**src/rtl/sup_ctl_pkg.sv**
```systemverilog
package sup_ctl_pkg;
  localparam int N_STOP = 4;
  localparam int STOP_CPU  = 0;
  localparam int STOP_US   = 1;
  localparam int STOP_MS   = 2;
  localparam int STOP_HOLD = 3;

  localparam int N_DOM = 4;
  localparam int DOM_CPU  = 0;
  localparam int DOM_CHAN = 1;
  localparam int DOM_MS   = 2;
  localparam int DOM_US   = 3;

  localparam int N_MODE = 3;

  localparam logic [N_STOP-1:0] FREEZE =
    N_STOP'((1 << STOP_CPU) | (1 << STOP_US) | (1 << STOP_MS));

  typedef enum logic [1:0] {
    MODE_SEQ  = 2'd0,
    MODE_MS   = 2'd1,
    MODE_US   = 2'd2,
    MODE_NONE = 2'd3
  } mode_e;

  typedef enum logic [2:0] {
    ST_IDLE,
    ST_CH_DEAD,
    ST_CH_RST,
    ST_LO_DEAD,
    ST_LO_STORE,
    ST_LO_MSCALL,
    ST_LO_UCALL1,
    ST_LO_UCALL2
  } seq_e;

  // stops released once a new mode owns the data paths
  function automatic logic [N_STOP-1:0] restart_mask(mode_e m);
    logic [N_STOP-1:0] r;
    r = '0;
    r[STOP_CPU] = 1'b1;
    r[STOP_MS]  = 1'b1;
    if (m == MODE_US) r[STOP_US] = 1'b1;
    return r;
  endfunction

  // which stop latches block a given domain
  function automatic logic [N_STOP-1:0] dom_block(int d);
    logic [N_STOP-1:0] r;
    r = '0;
    case (d)
      DOM_CPU:  begin r[STOP_CPU] = 1'b1; r[STOP_HOLD] = 1'b1; end
      DOM_CHAN: r[STOP_CPU] = 1'b1;
      DOM_MS:   r[STOP_MS]  = 1'b1;
      default:  r[STOP_US]  = 1'b1;
    endcase
    return r;
  endfunction
endpackage

```
**src/rtl/sup_stop_latches.sv**
```systemverilog
module sup_stop_latches
  import sup_ctl_pkg::*;
(
  input  logic              clk_i,
  input  logic              rst_ni,
  input  logic [N_STOP-1:0] set_i,
  input  logic [N_STOP-1:0] clr_i,
  input  logic              reg_pulse_i,
  input  logic              late_pulse_i,
  output logic [N_DOM-1:0]  dom_reg_o,
  output logic [N_DOM-1:0]  dom_late_o
);
  logic [N_STOP-1:0] stop_q;

  // set dominates clear
  always_ff @(posedge clk_i or negedge rst_ni) begin
    if (!rst_ni) stop_q <= '0;
    else         stop_q <= (stop_q & ~clr_i) | set_i;
  end

  for (genvar d = 0; d < N_DOM; d++) begin : g_dom
    logic blk;
    assign blk           = |(stop_q & dom_block(d));
    assign dom_reg_o[d]  = reg_pulse_i  & ~blk;
    assign dom_late_o[d] = late_pulse_i & ~blk;
  end
endmodule

```
**src/rtl/sup_mode_regs.sv**
```systemverilog
module sup_mode_regs
  import sup_ctl_pkg::*;
(
  input  logic              clk_i,
  input  logic              rst_ni,
  input  logic              wr_i,
  input  mode_e             mode_i,
  input  logic              log_set_i,
  input  logic              log_clr_i,
  output logic [N_MODE-1:0] mode_o,
  output logic              log_o
);
  logic [N_MODE-1:0] mode_q;
  logic              log_q;

  always_ff @(posedge clk_i or negedge rst_ni) begin
    if (!rst_ni) begin
      mode_q <= N_MODE'(1) << MODE_US;
      log_q  <= 1'b0;
    end else begin
      if (wr_i)           mode_q <= N_MODE'(1) << mode_i;
      if (log_set_i)      log_q  <= 1'b1;
      else if (log_clr_i) log_q  <= 1'b0;
    end
  end

  assign mode_o = mode_q;
  assign log_o  = log_q;
endmodule

```
**src/rtl/sup_seq.sv**
```systemverilog
module sup_seq
  import sup_ctl_pkg::*;
#(
  parameter int ADDR_W   = 8,
  parameter int LOG_BASE = 80,
  parameter int LOG_STEP = 4,
  parameter int N_MAIN   = 3,
  parameter int N_US     = 5,
  localparam int N_ST    = N_MAIN + N_US,
  localparam int IDX_W   = $clog2(N_ST)
) (
  input  logic              clk_i,
  input  logic              rst_ni,
  input  logic              norm_irq_i,
  input  logic              err_irq_i,
  input  logic              mode_req_i,
  input  logic [1:0]        mode_sel_i,
  input  logic              hold_i,
  input  logic [N_STOP-1:0] restart_i,
  output logic [N_STOP-1:0] set_o,
  output logic [N_STOP-1:0] clr_o,
  output logic              mode_wr_o,
  output mode_e             mode_nxt_o,
  output logic              log_set_o,
  output logic              log_clr_o,
  output logic              dead_o,
  output logic              busy_o,
  output logic              store_vld_o,
  output logic [IDX_W-1:0]  store_sel_o,
  output logic [ADDR_W-1:0] store_addr_o
);
  seq_e             state_q, state_d;
  mode_e            tgt_q, tgt_d, req_mode;
  logic [IDX_W-1:0] idx_q, idx_d;

  assign req_mode = mode_e'(mode_sel_i);

  always_ff @(posedge clk_i or negedge rst_ni) begin
    if (!rst_ni) begin
      state_q <= ST_IDLE;
      tgt_q   <= MODE_US;
      idx_q   <= '0;
    end else begin
      state_q <= state_d;
      tgt_q   <= tgt_d;
      idx_q   <= idx_d;
    end
  end

  always_comb begin
    state_d    = state_q;
    tgt_d      = tgt_q;
    idx_d      = idx_q;
    set_o      = '0;
    clr_o      = '0;
    mode_wr_o  = 1'b0;
    mode_nxt_o = MODE_SEQ;
    log_set_o  = 1'b0;
    log_clr_o  = 1'b0;
    case (state_q)
      ST_IDLE: begin
        clr_o            = restart_i;
        set_o[STOP_HOLD] = hold_i;
        if (err_irq_i) begin
          set_o  |= FREEZE;
          state_d = ST_LO_DEAD;
        end else if (norm_irq_i) begin
          set_o  |= FREEZE;
        end else if (mode_req_i && req_mode != MODE_NONE) begin
          set_o  |= FREEZE;
          tgt_d   = req_mode;
          state_d = ST_CH_DEAD;
        end
      end
      ST_CH_DEAD: begin
        mode_wr_o  = 1'b1;
        mode_nxt_o = tgt_q;
        state_d    = ST_CH_RST;
      end
      ST_CH_RST: begin
        clr_o   = restart_mask(tgt_q);
        state_d = ST_IDLE;
      end
      ST_LO_DEAD: begin
        log_set_o       = 1'b1;
        mode_wr_o       = 1'b1;
        mode_nxt_o      = MODE_SEQ;
        clr_o[STOP_MS]  = 1'b1;
        idx_d           = '0;
        state_d         = ST_LO_STORE;
      end
      ST_LO_STORE: begin
        idx_d = idx_q + 1'b1;
        if (idx_q == IDX_W'(N_MAIN - 1)) begin
          state_d = ST_LO_MSCALL;
        end else if (idx_q == IDX_W'(N_ST - 1)) begin
          clr_o[STOP_US] = 1'b1;
          state_d        = ST_LO_UCALL1;
        end
      end
      ST_LO_MSCALL: begin
        mode_wr_o  = 1'b1;
        mode_nxt_o = MODE_MS;
        state_d    = ST_LO_STORE;
      end
      ST_LO_UCALL1: begin
        mode_wr_o  = 1'b1;
        mode_nxt_o = MODE_US;
        state_d    = ST_LO_UCALL2;
      end
      default: begin
        clr_o     = '1;
        log_clr_o = 1'b1;
        idx_d     = '0;
        state_d   = ST_IDLE;
      end
    endcase
  end

  assign dead_o       = (state_q == ST_CH_DEAD) || (state_q == ST_LO_DEAD);
  assign busy_o       = (state_q != ST_IDLE);
  assign store_vld_o  = (state_q == ST_LO_STORE);
  assign store_sel_o  = idx_q;
  assign store_addr_o = ADDR_W'(LOG_BASE) + ADDR_W'(LOG_STEP) * ADDR_W'(idx_q);
endmodule

```
**src/rtl/sup_ctl.sv**
```systemverilog
module sup_ctl
  import sup_ctl_pkg::*;
#(
  parameter int ADDR_W   = 8,
  parameter int LOG_BASE = 80,
  parameter int LOG_STEP = 4,
  parameter int N_MAIN   = 3,
  parameter int N_US     = 5,
  localparam int SEL_W   = $clog2(N_MAIN + N_US)
) (
  input  logic              clk_i,
  input  logic              rst_ni,
  input  logic              reg_pulse_i,
  input  logic              late_pulse_i,
  input  logic              norm_irq_i,
  input  logic              err_irq_i,
  input  logic              mode_req_i,
  input  logic [1:0]        mode_sel_i,
  input  logic              hold_i,
  input  logic [3:0]        restart_i,
  output logic [3:0]        dom_reg_o,
  output logic [3:0]        dom_late_o,
  output logic [2:0]        mode_o,
  output logic              log_o,
  output logic              dead_o,
  output logic              busy_o,
  output logic              store_vld_o,
  output logic [SEL_W-1:0]  store_sel_o,
  output logic [ADDR_W-1:0] store_addr_o
);
  logic [N_STOP-1:0] stop_set, stop_clr;
  logic              mode_wr, log_set, log_clr;
  mode_e             mode_nxt;

  sup_seq #(
    .ADDR_W  (ADDR_W),
    .LOG_BASE(LOG_BASE),
    .LOG_STEP(LOG_STEP),
    .N_MAIN  (N_MAIN),
    .N_US    (N_US)
  ) seq_i (
    .clk_i       (clk_i),
    .rst_ni      (rst_ni),
    .norm_irq_i  (norm_irq_i),
    .err_irq_i   (err_irq_i),
    .mode_req_i  (mode_req_i),
    .mode_sel_i  (mode_sel_i),
    .hold_i      (hold_i),
    .restart_i   (restart_i),
    .set_o       (stop_set),
    .clr_o       (stop_clr),
    .mode_wr_o   (mode_wr),
    .mode_nxt_o  (mode_nxt),
    .log_set_o   (log_set),
    .log_clr_o   (log_clr),
    .dead_o      (dead_o),
    .busy_o      (busy_o),
    .store_vld_o (store_vld_o),
    .store_sel_o (store_sel_o),
    .store_addr_o(store_addr_o)
  );

  sup_stop_latches stops_i (
    .clk_i       (clk_i),
    .rst_ni      (rst_ni),
    .set_i       (stop_set),
    .clr_i       (stop_clr),
    .reg_pulse_i (reg_pulse_i),
    .late_pulse_i(late_pulse_i),
    .dom_reg_o   (dom_reg_o),
    .dom_late_o  (dom_late_o)
  );

  sup_mode_regs mode_i (
    .clk_i    (clk_i),
    .rst_ni   (rst_ni),
    .wr_i     (mode_wr),
    .mode_i   (mode_nxt),
    .log_set_i(log_set),
    .log_clr_i(log_clr),
    .mode_o   (mode_o),
    .log_o    (log_o)
  );
endmodule

```
**config.mk**
```make
export PLATFORM = sky130hd
export DESIGN_NAME = sup_ctl
export DESIGN_NICKNAME = d
export VERILOG_FILES = /design/src/rtl/sup_ctl_pkg.sv /design/src/rtl/sup_stop_latches.sv /design/src/rtl/sup_mode_regs.sv /design/src/rtl/sup_seq.sv /design/src/rtl/sup_ctl.sv
export SDC_FILE = /design/constraint.sdc
export NUM_CORES = 1
export LEC_CHECK = 0
export BUFFER_PORTS_ARGS = -buffer_cell sky130_fd_sc_hd__buf_2
export CORE_MARGIN = 1
export CORE_UTILIZATION = 45
export DETAILED_ROUTE_END_ITERATION = 16
export GPL_TIMING_DRIVEN = 0
export HOLD_SLACK_MARGIN = 0.03
export PLACE_DENSITY_LB_ADDON = 0.1
export SYNTH_ARGS = -nofsm -noshare
export SYNTH_HDL_FRONTEND = slang
export SYNTH_SLANG_ARGS = --single-unit
```
**constraint.sdc**
```tcl
create_clock -name clk_i -period 1.6 [get_ports clk_i]
set_clock_uncertainty 0.2 [all_clocks]
set_input_delay 0.08 -clock clk_i [delete_from_list [all_inputs] [get_ports clk_i]]
set_output_delay 0.08 -clock clk_i [all_outputs]
set_load 0.01 [all_outputs]
```
==> summary.txt <==
Timing
  • Least-Margin Pin Slew: 0.518 ns
  • Setup violators final: 0
  • F_max: 647 MHz
  • Period utilization: 96.6%
  • Period minus WS final: 1.55 ns
  • Max Slew Vio Count: 0
  • Relative slew slack: 65.2%
  • Hold Vio Cnt, Final: 0

Floorplan
  • Initial Util: 49.6%
  • Core area: 0.00202 sq mm
  • Die Width: 49.2 microns
  • Die area: 0.00242 sq mm
  • Chip Height: 49.2 microns
  • I/O pin cnt: 40
  • Rows: 16

Power
  • Power per Cell Area: 1710 mW/mm^2
  • P_leak: 0.696 nW
  • Maximum vdd drop: 1.23 mV

Route
  • Vias: 943
  • DR iter-0 viols: 13
  • WL/cell: 11.9 microns
  • DRC viols: 0
  • Routed vias/inst: 4.99
  • Drt pass-1 iters: 4
  • Routed Antenna Nets: 0
  • Post-Route WL: 2.25 mm

Placement
  • Dpl cells: 176
  • Final HPWL DP: 1.60 mm
  • PortBufs: 35
  • Routability-driven placement congestion ratio: 0.762

Global route
  • Vias in the first global route: 849
  • Gr ovfl total: 0
  • First-pass GRT wire length: 3.73 mm
  • Largest net degree at the start of global routing: 17
  • Antenna violations before repair: 0
  • Global Route Usage Sum: 20.2%

Finish
  • Layout Nets: 181
  • Fin cells: 189
  • Synthesis-to-finish area growth: 36.1%
  • Diodes inserted: 0
  • Fill cells: 175
  • Layout cell share with drive strength beyond 1: 37.0%
  • Commonest non-fill, non-tap cell in the layout: buf_2
  • Most frequent cells in the layout: buf_2, inv_1, buf_4, dfrtp_1, dlygate4sd3_1
  • Final core utilization: 67.5%

Synth
  • Sequential area share after synthesis: 40.2%
  • Post-Syn Instances: 112
  • Library cells used by synthesis: 37
  • Ys async rst share: 100%
  • Synth Area per Inst: 8.95 sq um
  • Post-synth top flop: dfrtp_1
  • Mapped Area: 0.00100 sq mm
  • Synth warn: 0
  • Synth Register Bits: 16
  • Post-synth EDFFs: 0

CTS
  • Skew-Pair Late Insertion Delay: 0.28 ns
  • H-tree depth reported by CTS: 1
  • CTS Buffer Depth: 2
  • CTS tree: yes
  • Clk root buf: clkbuf_4
  • CTS Buf Count: 3
  • Clock Sinks: 16
  • Clk pin slew, worst setup/hold paths: 0.09 ns

Critical path
  • Worst path required time: 1.32 ns
  • CP Max Fanout: 10
  • Worst setup SP type: register
  • WP data arrival: 1.27 ns
  • Crit path kind: register to output port
  • Crit path capture type: output port

Flow run
  • Max Cap Viol: 0

Min path
  • Hold Crit Class: primary input to asynchronous set/reset pin

Outcome
  • Outcome: complete, no violations
## logic make-up (layout without fill, tap and decap cells)
group           count (synthesis)  count (layout)  synth area share, %
compound gates                 30              30                 20.6
xor+xnor                        1               1                0.874
fa+ha+maj                       4               4                 4.87
buf+inv                        26              74                 13.9
flops                          16              16                 40.2
mux                             3               3                 3.25
other cells                     2               4                0.749
simple gates                   30              30                 15.6
## routing by layer
layer | wire [microns] | track usage, % | up-vias
met5 | 0 | 0 | -
met4 | 24 | 7.84 | 0
met3 | 109 | 3.12 | 4
met2 | 1120 | 34.0 | 38
met1 | 987 | 25.6 | 428
li1 | - | - | 473
## stage by stage
stage	hold WS, ns	TNS, ns	setup WS, ns	total power [W]	area [sq um]
after global routing	0.0858	-0.00651	-0.00651	0.00255	1360
after detailed placement	-0.185	0	0.0105	0.00204	1220
after CTS	0.0497	0	0.00264	0.00226	1330
final	0.0486	0	0.0538	0.00234	1360
after floorplan	-0.416	0	0.0789	0.00164	1010
after global placement	-0.181	0	0.0477	0.00200	1220
## power by group
part	internal [W]	leakage (nW)	total, W	switching, W
registers	0.000613	0.191	0.000814	0.000201
clock network	0.0000874	0.0138	0.000208	0.000120
logic	0.000624	0.492	0.00131	0.000690
## timing repair
item	4_1_cts	5_1_grt
resized for setup	0	9
endpoints found under the hold margin	24	0
setup buffers	0	2
setup endpoints to repair	0	3
hold buffers	9	0
## cell usage after synthesis, types with 2 or more instances
library cell,number,area [sq um]
dfrtp_1,14,350
inv_1,14,52.6
buf_4,8,60.1
nand2_1,7,26.3
nor2_1,7,26.3
nor2b_1,7,43.8
a21oi_1,5,25.0
o21ai_0,5,25.0
ha_1,3,37.5
nand3_1,3,15.0
nor3b_1,3,22.5
a211oi_1,2,15.0
a221oi_1,2,17.5
a22o_1,2,17.5
buf_2,2,10.0
conb_1,2,7.51
dfstp_2,2,52.6
mux2_1,2,22.5
nand2b_1,2,12.5
o21ai_1,2,10.0
o31ai_1,2,15.0
## flip-flops by register name, indices dropped and copies added (netlist names)
signal and count:
mode_i.log_o 1, stops_i.stop_q 4, mode_i.mode_o 3, seq_i.store_sel_o 3
seq_i.tgt_q 2, seq_i.state_q 3
## critical path, cell delays in order, from the launching register on
cell	delay, ns
dfrtp_1	0.39
buf_6	0.14
nor3_4	0.19
inv_1	0.11
buf_2	0.15
## path summary, 6_finish.rpt
kind	cells past startpoint	slack (ns)	endpoint	from
worst min-delay path	2	0.05	stops_i.stop_q[2]	rst_ni
worst max register to register	5	0.07	stops_i.stop_q[1]	seq_i.store_sel_o[0]
worst max-delay path	4	0.05	busy_o	seq_i.state_q[0]
max in group asynchronous	2	0.83	mode_i.mode_o[2]	rst_ni
min in group clk_i	4	0.09	stops_i.stop_q[1]	restart_i[1]
worst min register to register	2	0.29	mode_i.log_o	mode_i.log_o
## layout make-up
class                      instances  area (sq um)  area share (%)
timing repair buffer              46           280            20.6
clock buffer                       3          22.5            1.65
sequential                        16           407            29.8
buffer                            11          83.8            6.15
tap                               27          33.8            2.48
multi-input combinational         72           484            35.5
inverter                          14          52.6            3.85
Note: power is estimated with default switching activity, not from simulation.
